$ cat config.mk
export PLATFORM = sky130hd
export DESIGN_NAME = mii_tx_framer
export DESIGN_NICKNAME = d
export VERILOG_FILES = /design/src/rtl/mtf_pkg.sv /design/src/rtl/mtf_gap_timer.sv /design/src/rtl/mtf_crc32.sv /design/src/rtl/mii_tx_framer.sv
export SDC_FILE = /design/constraint.sdc
export NUM_CORES = 1
export LEC_CHECK = 0
export BUFFER_PORTS_ARGS = -buffer_cell sky130_fd_sc_hd__clkbuf_2
export CAP_MARGIN = 20
export CORE_UTILIZATION = 64
export CTS_CLUSTER_DIAMETER = 50
export DETAILED_ROUTE_END_ITERATION = 10
export MAX_ROUTING_LAYER = met4
export PLACE_DENSITY = 0.83
export SLEW_MARGIN = 5
export SYNTH_ARGS = -nofsm -noshare
export SYNTH_HDL_FRONTEND = slang
export SYNTH_HIERARCHICAL = 1
export SYNTH_SLANG_ARGS = --single-unit
$ cat constraint.sdc
create_clock -name clk -period 4.3 [get_ports clk]
set_input_delay 0.86 -clock clk [delete_from_list [all_inputs] [get_ports clk]]
set_output_delay 0.86 -clock clk [all_outputs]
set_load 0.005 [all_outputs]
$ cat src/rtl/mtf_pkg.sv
package mtf_pkg;

    typedef enum logic [2:0] {
        S_IDLE,
        S_WAIT,
        S_PRE,
        S_BODY,
        S_PAD,
        S_FCS
    } tx_state_e;

    localparam logic [31:0] CRC_POLY = 32'hEDB8_8320;

    // advance a reflected CRC-32 by four data bits, bit 0 first
    function automatic logic [31:0] crc_nibble(input logic [31:0] c_in, input logic [3:0] d);
        logic [31:0] c;
        logic        fb;
        c = c_in;
        for (int i = 0; i < 4; i++) begin
            fb = c[0] ^ d[i];
            c  = {1'b0, c[31:1]};
            if (fb) c = c ^ CRC_POLY;
        end
        return c;
    endfunction

endpackage

$ cat src/rtl/mtf_gap_timer.sv
module mtf_gap_timer #(
    parameter int IFG = 24
) (
    input  logic clk,
    input  logic rst_n,
    input  logic line_busy,
    output logic gap_met
);
    localparam int CW = (IFG > 2) ? $clog2(IFG) : 1;
    localparam logic [CW-1:0] TOP = CW'(IFG - 1);

    logic [CW-1:0] quiet_q;

    // counts quiet cycles, saturating one short of the gap;
    // the current quiet cycle completes the gap
    always_ff @(posedge clk or negedge rst_n) begin
        if (!rst_n)             quiet_q <= TOP;
        else if (line_busy)     quiet_q <= '0;
        else if (quiet_q < TOP) quiet_q <= quiet_q + 1'b1;
    end

    assign gap_met = (quiet_q == TOP) && !line_busy;

endmodule

$ cat src/rtl/mtf_crc32.sv
module mtf_crc32
    import mtf_pkg::*;
(
    input  logic        clk,
    input  logic        rst_n,
    input  logic        init,
    input  logic        en,
    input  logic [3:0]  nib,
    output logic [31:0] crc_q
);
    always_ff @(posedge clk or negedge rst_n) begin
        if (!rst_n)    crc_q <= '1;
        else if (init) crc_q <= '1;
        else if (en)   crc_q <= crc_nibble(crc_q, nib);
    end
endmodule

$ cat src/rtl/mii_tx_framer.sv
module mii_tx_framer
    import mtf_pkg::*;
#(
    parameter int ADDR_W      = 11,
    parameter int PRE_BYTES   = 7,
    parameter int HDR_BYTES   = 14,
    parameter int MIN_DATA    = 46,
    parameter int IFG_NIBBLES = 24
) (
    input  logic              clk,
    input  logic              rst_n,
    input  logic              full_duplex,
    input  logic              irq_en,
    input  logic              start,
    input  logic [ADDR_W-1:0] eof_ptr,
    output logic [ADDR_W-1:0] buf_addr,
    input  logic [7:0]        buf_data,
    input  logic              crs,
    input  logic              col,
    output logic              tx_en,
    output logic [3:0]        txd,
    output logic              busy,
    output logic              done,
    output logic              aborted,
    output logic              cs_lost,
    output logic              irq
);
    localparam int MIN_FRAME = HDR_BYTES + MIN_DATA;
    localparam int PRE_NIB   = 2 * (PRE_BYTES + 1);
    localparam int PN_W      = $clog2(PRE_NIB);
    localparam int BI_W      = ADDR_W + 1;
    localparam int FCS_NIB   = 8;
    localparam int FN_W      = $clog2(FCS_NIB);

    tx_state_e state_q, state_d;

    logic [PN_W-1:0]   pre_idx;
    logic [BI_W-1:0]   byte_idx;
    logic              hi_nib;
    logic [FN_W-1:0]   fcs_idx;
    logic [ADDR_W-1:0] last_q;
    logic              crs_seen, lost_q;
    logic [31:0]       crc_q;
    logic              gap_met;

    logic tx_active, half_col, last_byte, need_pad, frame_end, line_busy;

    assign tx_active = (state_q == S_PRE) || (state_q == S_BODY) ||
                       (state_q == S_PAD) || (state_q == S_FCS);
    assign half_col  = !full_duplex && col && tx_active;
    assign last_byte = hi_nib && (byte_idx == {1'b0, last_q});
    assign need_pad  = byte_idx < BI_W'(MIN_FRAME - 1);
    assign frame_end = (state_q == S_FCS) && (fcs_idx == FN_W'(FCS_NIB - 1));
    assign line_busy = tx_active || (!full_duplex && crs);

    mtf_gap_timer #(.IFG(IFG_NIBBLES)) u_gap (
        .clk       (clk),
        .rst_n     (rst_n),
        .line_busy (line_busy),
        .gap_met   (gap_met)
    );

    mtf_crc32 u_crc (
        .clk   (clk),
        .rst_n (rst_n),
        .init  (state_q == S_PRE),
        .en    ((state_q == S_BODY) || (state_q == S_PAD)),
        .nib   (txd),
        .crc_q (crc_q)
    );

    // next-state logic
    always_comb begin
        state_d = state_q;
        unique case (state_q)
            S_IDLE: if (start) state_d = S_WAIT;
            S_WAIT: if (gap_met) state_d = S_PRE;
            S_PRE:  if (pre_idx == PN_W'(PRE_NIB - 1)) state_d = S_BODY;
            S_BODY: if (last_byte) state_d = need_pad ? S_PAD : S_FCS;
            S_PAD:  if (hi_nib && byte_idx == BI_W'(MIN_FRAME - 1)) state_d = S_FCS;
            S_FCS:  if (frame_end) state_d = S_IDLE;
            default: state_d = S_IDLE;
        endcase
        if (half_col) state_d = S_IDLE;
    end

    // state register
    always_ff @(posedge clk or negedge rst_n) begin
        if (!rst_n) state_q <= S_IDLE;
        else        state_q <= state_d;
    end

    // position counters
    always_ff @(posedge clk or negedge rst_n) begin
        if (!rst_n) begin
            pre_idx  <= '0;
            byte_idx <= '0;
            hi_nib   <= 1'b0;
            fcs_idx  <= '0;
            last_q   <= '0;
        end else begin
            if (state_q == S_IDLE && start) last_q <= eof_ptr;
            pre_idx <= (state_q == S_PRE) ? pre_idx + 1'b1 : '0;
            fcs_idx <= (state_q == S_FCS) ? fcs_idx + 1'b1 : '0;
            if (state_q == S_BODY || state_q == S_PAD) begin
                hi_nib <= ~hi_nib;
                if (hi_nib) byte_idx <= byte_idx + 1'b1;
            end else begin
                hi_nib   <= 1'b0;
                byte_idx <= '0;
            end
        end
    end

    // status flags
    always_ff @(posedge clk or negedge rst_n) begin
        if (!rst_n) begin
            done     <= 1'b0;
            aborted  <= 1'b0;
            cs_lost  <= 1'b0;
            crs_seen <= 1'b0;
            lost_q   <= 1'b0;
        end else begin
            if (state_q == S_IDLE && start) begin
                done     <= 1'b0;
                aborted  <= 1'b0;
                cs_lost  <= 1'b0;
                crs_seen <= 1'b0;
                lost_q   <= 1'b0;
            end
            if (tx_active && !full_duplex) begin
                if (crs)           crs_seen <= 1'b1;
                else if (crs_seen) lost_q   <= 1'b1;
            end
            if (half_col) begin
                aborted <= 1'b1;
            end else if (frame_end) begin
                done    <= 1'b1;
                cs_lost <= !full_duplex && (lost_q || (crs_seen && !crs));
            end
        end
    end

    // outputs
    always_comb begin
        tx_en    = tx_active;
        busy     = (state_q != S_IDLE);
        buf_addr = byte_idx[ADDR_W-1:0];
        irq      = done && irq_en;
        unique case (state_q)
            S_PRE:   txd = (pre_idx == PN_W'(PRE_NIB - 1)) ? 4'hD : 4'h5;
            S_BODY:  txd = hi_nib ? buf_data[7:4] : buf_data[3:0];
            S_FCS:   txd = ~crc_q[{fcs_idx, 2'b00} +: 4];
            default: txd = 4'h0;
        endcase
    end

endmodule

Word level (Yosys, flattened, before mapping)
Cells that the tools add are included.
Storage, ports and cells
  flip-flop bits (word level): 76
  bits of input ports: 26
  output and inout port bits: 21
  logic and storage cells: 120
Operators by class
  add/sub/neg operators: 4
  $lt $le $gt $ge: 2
  equal/unequal tests: 17
  shift operators: 1
  mux-type cells: 46
  bitwise logic cells: 10
  reduce and logical (&&, ||, !) cells: 27
Operator list (count)
  32-bit two-way mux: 12
  13-bit inverter with 14-bit output: 4
  32-bit by 6-bit indexed part select with 4-bit output: 1
  12-bit two-way mux: 2
  3-bit two-way mux: 8
  3-bit one-hot mux with 6 select lines: 1
  1-bit two-way mux: 17
  3-bit != test, second input constant: 5
  12-bit by 1-bit adder with 12-bit output, second input constant: 1
  12-bit by 11-bit == test with 1-bit output: 1
  12-bit by 6-bit == test with 1-bit output, second input constant: 1
  1-bit logical AND: 12
  12-bit by 6-bit < comparator with 1-bit output, second input constant: 1
  4-bit two-way mux: 3
  4-bit one-hot mux with 3 select lines: 1
  5-bit two-way mux: 2
  3-bit == test, second input constant: 3
  3-bit by 2-bit == test with 1-bit output, second input constant: 2
  1-bit logical OR: 6
  6-bit AND reduction: 1
  2-bit nonzero test: 3
  5-bit by 1-bit adder with 5-bit output, second input constant: 1
  5-bit == test, second input constant: 1
  5-bit < comparator, second input constant: 1
  other kinds (12): 17

Longest topological paths before layout
Gate-level depths: netlist of the first run.
  depth after elaboration: 19
  mapped depth: 13
  depth with buffers taken out: 8

Modules after synthesis
Netlist of the first run, hierarchy kept.
Modules (own cells, without submodules)
  mii_tx_framer: times used 1, cells an instance 255, area an instance 2451.1 um^2, seq. area each 975.9 um^2
  mtf_crc32: times used 1, cells an instance 155, area an instance 1750.4 um^2, seq. area each 840.8 um^2
  mtf_gap_timer: times used 1, cells an instance 26, area an instance 272.8 um^2, seq. area each 130.1 um^2

Worst setup path after synthesis of the first run
No wires, ideal clock.
  kind: reg-to-reg
  start: register fcs_idx[0]
  end: register u_crc.crc_q[18]
  library setup time: 0.077 ns
  data arrival time: 2.547 ns
  data required time: 4.223 ns
  setup slack: 1.675 ns
  stages on the path, launching flop included: 10
  path buffers: 1
  clock period less this slack: 2.625 ns
  cell sequence: dfrtp_1 -> buf_2 -> mux4_2 -> mux2i_1 -> nand2_1 -> o21ai_0 -> xnor2_4 -> xnor2_2 -> xor3_1 -> a21bo_2
On the way
  elaborated cells between the ends (all ways): 20
  those cells by class: shift: 1; mux: 13; bitwise: 6
RTL lines
  start, declared: line mii_tx_framer.sv:40  | logic [FN_W-1:0] fcs_idx;
  start signal, assigned: line mii_tx_framer.sv:104  | fcs_idx <= (state_q == S_FCS) ? fcs_idx + 1'b1 : '0;
  32-bit by 6-bit indexed part select with 4-bit output *: line mii_tx_framer.sv:153  | S_FCS: txd = ~crc_q[{fcs_idx, 2'b00} +: 4];
  4-bit inverter *: line mii_tx_framer.sv:153
  4-bit one-hot mux with 3 select lines *: line mii_tx_framer.sv:150  | unique case (state_q)
  named net txd[1]: line mii_tx_framer.sv:21  | output logic [3:0] txd,
  1-bit bitwise XOR *: line mtf_pkg.sv:20  | fb = c[0] ^ d[i];
  32-bit two-way mux *: line mtf_pkg.sv:22  | if (fb) c = c ^ CRC_POLY;
  32-bit two-way mux *: line mtf_crc32.sv:14  | else if (en) crc_q <= crc_nibble(crc_q, nib);
  32-bit two-way mux *: line mtf_crc32.sv:13  | else if (init) crc_q <= '1;
  13-bit inverter with 14-bit output (no line)
  32-bit two-way mux *: line mtf_pkg.sv:22
  32-bit two-way mux *: line mtf_crc32.sv:14
  32-bit two-way mux *: line mtf_crc32.sv:13
  32-bit two-way mux *: line mtf_pkg.sv:22
  32-bit two-way mux *: line mtf_crc32.sv:14
  32-bit two-way mux *: line mtf_crc32.sv:13
  end signal, assigned: line mtf_crc32.sv:14
  end, declared: line mtf_crc32.sv:9  | output logic [31:0] crc_q
Mark *: on every way through the listed nets, which the timed path passes. The rest lies on a longest branch. The select of a mux whose other input is x is not followed.
A chain may end at the register's enable or synchronous reset.

Final worst setup path of the first run
  start: register fcs_idx[0]
  end: output txd[1]
On the way
  longest elaborated chain between the ends: 3
RTL lines (line)
  32-bit by 6-bit indexed part select with 4-bit output: mii_tx_framer.sv:153
  4-bit inverter: mii_tx_framer.sv:153
  4-bit one-hot mux with 3 select lines: mii_tx_framer.sv:150
  end, declared: mii_tx_framer.sv:21
Every way passes these cells.

==> key figures, run 1 <==
Status
  • Status: finished, final reports clean

Route
  • Via Count: 3183
  • First-pass iteration count of the detailed router: 5
  • Vias per cell: 5.87
  • Post-route ant nets: 0
  • Routed WL: 9190 microns
  • DR iter-0 viols: 257
  • DR WL/cell: 17.0 microns
  • DRC: 0

Final layout
  • Final instance area: 4820 sq um
  • Non-filler cells in the finished layout: 542
  • Number of diodes: 0
  • Area of the multi-input gates: 2270 sq um
  • Nets: 488
  • FF/Latch Area: 1950 sq um
  • Synthesis-to-finish area growth: 7.66%
  • Proportion of layout cells with a drive suffix above 1: 0.297
  • Layout filler cell count: 527

Clocking
  • CTS Hold Bufs: 0
  • TritonCTS buffer count: 9
  • Clock Root Buffer: clkbuf_8
  • Clk_lat worst skew: 0.36 ns
  • Maximum buffer depth of the clock tree: 2
  • Clock Pin Slew Worst Setup and Hold Paths: 0.08 ns
  • Clock Sinks: 76
  • Post-CTS Resized: 0
  • CTS tree: done
  • Post-CTS Setup Bufs: 0
  • H-tree Lvls: 3

Setup path
  • Crit-path cells: mux4_2 > mux2i_1 > nand2_1 > o21ai_0 > clkbuf_2
  • CP peak stage delay: 0.71 ns
  • Setup CP Type: register to output port
  • Worst setup SP type: register
  • CP required: 3.44 ns
  • CP Capture Type: output port
  • Critical Path Fanout Max: 10
  • CP Buf/Inv Count: 1
  • Top delay family on crit path: multiplexers
  • Worst path slowest cell: dfrtp_1
  • Worst path arrival time: 2.41 ns

Synthesis
  • Most numerous cell in the Yosys netlist: nand2_1
  • Largest area contributor in the netlist: dfrtp_1
  • Synth warn: 6
  • Async SR Flop Fraction: 1.00
  • Cell area after synthesis: 4470 sq um
  • Syn Nets: 467
  • Distinct cells, synth: 55
  • Synth area leaders: dfrtp_1, dfstp_2, xor2_1, nand2_1, mux4_2
  • Sequential-to-total area share from yosys stat: 0.435
  • Top cells by instance count after synthesis: nand2_1, dfrtp_1, nor2_1
  • Yosys reg bits: 76
  • Cells after Synth: 436
  • Top FF cell, synth: dfrtp_1
  • Number of flops mapped to enable cells by yosys: 0
  • Post-synth top area share: 0.224
  • Avg Inst Size Synth: 10.3 sq um

STA
  • Fin crit period: 3.27 ns
  • Clock skew: 0.00934 ns
  • Final worst path period share: 0.760
  • Setup Total Neg Slack: 0 ns
  • Final slew viol count: 0
  • Final Hold Viols: 0
  • Relative slew slack: 0.376
  • RSZ-0062 raised after global routing: false
  • Peak Freq: 306 MHz
  • Final setup fails: 0
  • Slew @ Worst Pin: 0.935 ns

GRT
  • Vias in the first global route: 3123
  • Total GRT Usage: 0.290
  • Initial antenna violation count: 0
  • First-pass GRT wire length: 15800 microns
  • Largest net degree at the start of global routing: 53
  • Gr ovfl total: 0

Placement
  • Placed cell count: 526
  • IO buf count: 46
  • HPWL after detailed placement: 6270 microns
  • GP Congestion: 0.854
  • Placed cell area: 4600 sq um

Pwr
  • VDD IR-drop max: 584 uV
  • Clk pwr share: 0.153
  • Pwr Density: 815 nW/um^2
  • Psw: 1530 uW
  • Internal power: 2400 uW
  • Sequential Power Share: 0.339
  • Total power: 3930 uW
  • Switching share of power: 0.390
  • Lkg Pwr: 0.00218 uW
  • Combinational share of power: 0.508

Floorplan
  • Row count: 30
  • Height of the die: 85.6 microns
  • Top Ports: 47
  • Die area: 7330 sq um
  • Die width: 85.6 microns
  • Initial core utilization: 0.662
  • CORE AREA: 6760 sq um

Flow run
  • Max_cap viols: 0

Worst hold path
  • HP Class: input pin to asynchronous set/reset pin
## power groups by stage
stage | logic [uW] | registers, uW | clock network, uW
after global placement | 1920 | 1330 | 0
after detailed placement | 1980 | 1340 | 0
after floorplan | 1700 | 1220 | 0
final | 2000 | 1330 | 602
after global routing | 2200 | 1370 | 642
after CTS | 2000 | 1330 | 612
## sequential cells by signal (all words and copies together), names as in the netlist
name and cells:
last_q 11, state_q 3, crs_seen 1, lost_q 1, byte_idx 12, u_crc/crc_q 32
hi_nib 1, aborted 1, pre_idx 4, cs_lost 1, fcs_idx 3, u_gap/quiet_q 5
done 1
## per-layer routing
layer	up-vias	GRT usage	share of wire
met3	21	0.0587	0.041
li1	1526	-	-
met2	75	0.444	0.48
met4	0	0.112	0.023
met1	1561	0.387	0.45
met5	-	-	0
## final timing paths
check                           startpoint              end  slack (ns)  cells after the start
worst max-delay path            fcs_idx[0]           txd[1]        1.03                      5
worst max register to register  fcs_idx[0]  u_crc/crc_q[27]        1.29                      8
max in group asynchronous            rst_n        last_q[1]        2.77                      2
min in group clk                   aborted          aborted        0.48                      2
worst min-delay path                 rst_n     byte_idx[10]        0.48                      1
worst min register to register     aborted          aborted        0.48                      2
## final cells by class
type / instances / area share
clock inverter: 4 / 0.0151
tap: 80 / 0.0208
multi-input combinational: 312 / 0.470
timing repair buffer: 49 / 0.0525
inverter: 9 / 0.00701
clock buffer: 12 / 0.0301
sequential: 76 / 0.404
## kinds of logic (layout without fill, tap and decap cells)
logic type | count (synthesis) | count (layout) | share of synthesized area
compound gates | 78 | 78 | 0.109
simple gates | 149 | 149 | 0.168
fa+ha+maj | 5 | 5 | 0.0140
mux | 19 | 19 | 0.0649
buf+inv | 48 | 74 | 0.0584
flops | 76 | 76 | 0.435
xor+xnor | 61 | 61 | 0.150
## through the flow
stage	setup slack (ns)	utilization	hold slack, ns
6_report	1.03	0.713	0.480
5_1_grt	0.907	0.713	0.510
4_1_cts	0.992	0.713	0.486
3_5_place_dp	1.33	0.681	0.471
3_3_place_gp	1.45	0.681	0.451
2_1_floorplan	1.68	-	0.433
## worst reg2reg max path: stages (launching register included)
cell and delay, ns:
dfrtp_1 0.71, mux4_2 0.59, mux2i_1 0.15, nand2_1 0.06
o21ai_0 0.29, xnor2_4 0.27, xnor3_2 0.47, xnor2_1 0.14
o21ai_0 0.22
## layout by cell type (no fill, tap or decap), drive strengths merged, types with 6 or more instances in the layout
cell	n
xnor2	25
xor2	32
nand3	6
o21ai	16
dfrtp	40
dfstp	36
nand2	50
clkbuf	57
a21oi	33
inv	9
or2	12
nor2	38
nor3	6
mux4	8
mux2i	11
Note: power is estimated with default switching activity, not from simulation.
==> inputs of run 2 (changes only) <==
--- a/config.mk
+++ b/config.mk
@@ -7,11 +7,11 @@
 export LEC_CHECK = 0
 export BUFFER_PORTS_ARGS = -buffer_cell sky130_fd_sc_hd__clkbuf_2
 export CAP_MARGIN = 20
-export CORE_UTILIZATION = 64
+export CORE_UTILIZATION = 59
 export CTS_CLUSTER_DIAMETER = 50
 export DETAILED_ROUTE_END_ITERATION = 10
 export MAX_ROUTING_LAYER = met4
-export PLACE_DENSITY = 0.83
+export PLACE_DENSITY = 0.77
 export SLEW_MARGIN = 5
 export SYNTH_ARGS = -nofsm -noshare
 export SYNTH_HDL_FRONTEND = slang
==> constraint.sdc (replaced) <==
create_clock -name clk -period 3.35 [get_ports clk]
set_input_delay 0.67 -clock clk [delete_from_list [all_inputs] [get_ports clk]]
set_output_delay 0.67 -clock clk [all_outputs]
set_load 0.005 [all_outputs]
==> run 2 against run 1 <==
Cell area is 0.81% higher. First-iteration DRC count shrank 23%. Critical path depth stayed put. Non-clock buffer count grew 6. Register-to-register slack got worse by 0.84 ns. Die area grew 8.3%.
==> key figures, run 2 (synthesis results as in run 1) <==
GRT
  • Vias in the first global route: 3040
  • Total GRT Usage: 0.261
  • Largest net degree at the start of global routing: 77
  • First-pass GRT wire length: 15000 microns
  • Initial antenna violation count: 0
  • Gr ovfl total: 0

Setup path
  • Critical Path Fanout Max: 9
  • Setup CP Type: register to output port
  • Crit-path cells: mux4_2 > mux2i_1 > nand2_1 > o21ai_0 > clkbuf_2
  • Top delay family on crit path: multiplexers
  • RR Startpoint: fcs_idx[0]
  • Critical Path Start: fcs_idx[0]
  • CP Capture Type: output port
  • CP Buf/Inv Count: 1
  • CP required: 2.68 ns
  • Worst path arrival time: 2.34 ns
  • Worst path slowest cell: dfrtp_1
  • CP peak stage delay: 0.67 ns
  • Worst setup SP type: register

Route
  • DRC: 0
  • Via Count: 3152
  • Routed WL: 8910 microns
  • DR iter-0 viols: 198
  • Vias per cell: 5.56
  • Post-route ant nets: 0
  • First-pass iteration count of the detailed router: 5
  • DR WL/cell: 15.7 microns

Clocking
  • Clock Sinks: 76
  • Clk_lat worst skew: 0.36 ns
  • Clock Root Buffer: clkbuf_8
  • CTS Hold Bufs: 0
  • Clock Pin Slew Worst Setup and Hold Paths: 0.07 ns
  • Maximum buffer depth of the clock tree: 2
  • Post-CTS Resized: 0
  • TritonCTS buffer count: 9
  • CTS tree: done
  • Post-CTS Setup Bufs: 0
  • H-tree Lvls: 3

STA
  • Slew @ Worst Pin: 0.951 ns
  • Final worst path period share: 0.897
  • Relative slew slack: 0.366
  • Clock skew: 0.0120 ns
  • Setup Total Neg Slack: 0 ns
  • Final WS setup: 0.344 ns
  • Final slew viol count: 0
  • Peak Freq: 333 MHz
  • Final Hold Viols: 0
  • Final setup fails: 0
  • RSZ-0062 raised after global routing: false
  • Final hold slack: 0.478 ns
  • Fin crit period: 3.01 ns

Flow run
  • Max_cap viols: 0

Final layout
  • FF/Latch Area: 1950 sq um
  • Synthesis-to-finish area growth: 8.53%
  • Finished Core Util: 0.666
  • Top reg by flops: u_crc/crc_q
  • Most common cell after layout, fill and taps aside: nand2_1
  • Max FFs per register: 32
  • Proportion of layout cells with a drive suffix above 1: 0.310
  • Nets: 494
  • Top Registers: u_crc/crc_q (32), byte_idx (12), last_q (11)
  • Layout filler cell count: 595
  • Number of diodes: 0
  • Most frequent cells in the layout: nand2_1, clkbuf_2, dfrtp_1, nor2_1, dfstp_2
  • Area of the multi-input gates: 2270 sq um

Pwr
  • VDD IR-drop max: 776 uV
  • Lkg Pwr: 0.00219 uW
  • Pwr Density: 1020 nW/um^2

Placement
  • GP Congestion: 0.821
  • Post-Place Setup Slack: 0.449 ns
  • IO buf count: 46
  • HPWL after detailed placement: 6220 microns

Status
  • Status: finished, final reports clean

Floorplan
  • CORE AREA: 7290 sq um
  • Height of the die: 89.1 microns
  • Row count: 31
  • Die width: 89.1 microns
  • Die area: 7940 sq um
  • Top Ports: 47
  • Initial core utilization: 0.614

Worst hold path
  • HP Class: register to register
  • Hold path startpoint: aborted
[run 2: per-stage QoR]
stage,instance area [sq um],power [uW],cells
6_report,4860,4960,567
5_1_grt,4860,5310,567
4_1_cts,4860,4980,567
3_5_place_dp,4670,4310,551
3_3_place_gp,4670,4230,551
2_1_floorplan,4470,3740,436
[run 2: cell type report]
type,instances,share of cell area
clock inverter,5,0.00747
clock buffer,11,0.0312
sequential,76,0.401
multi-input combinational,312,0.467
timing repair buffer,55,0.0613
inverter,9,0.00696
tap,99,0.0255
[run 2: worst paths after layout]
path | depth (start not counted) | endpoint | slack, ns
max in group asynchronous | 2 | last_q[0] | 2.18
worst min-delay path | 2 | aborted | 0.48
worst max register to register | 8 | u_crc/crc_q[18] | 0.45
min in group asynchronous | 2 | last_q[9] | 0.51
worst min register to register | 2 | aborted | 0.48
worst max-delay path | 5 | txd[1] | 0.34
[run 2: per-layer routing]
layer,share of wire,global-route usage
met1,0.47,0.341
met4,0.014,0.101
met5,0,-
met2,0.48,0.414
met3,0.031,0.0388
[run 2: power by group]
part           total (uW)  switching, uW  internal, uW
logic                2630           1320          1300
registers            1680            321          1360
clock network         657            347           309
total                4960           1990          2970
[run 2: tightest hold or removal path, stage by stage, from the launching register on]
cell     delay, ns
dfrtp_1       0.35
nand2_1       0.05
nand2_1       0.05
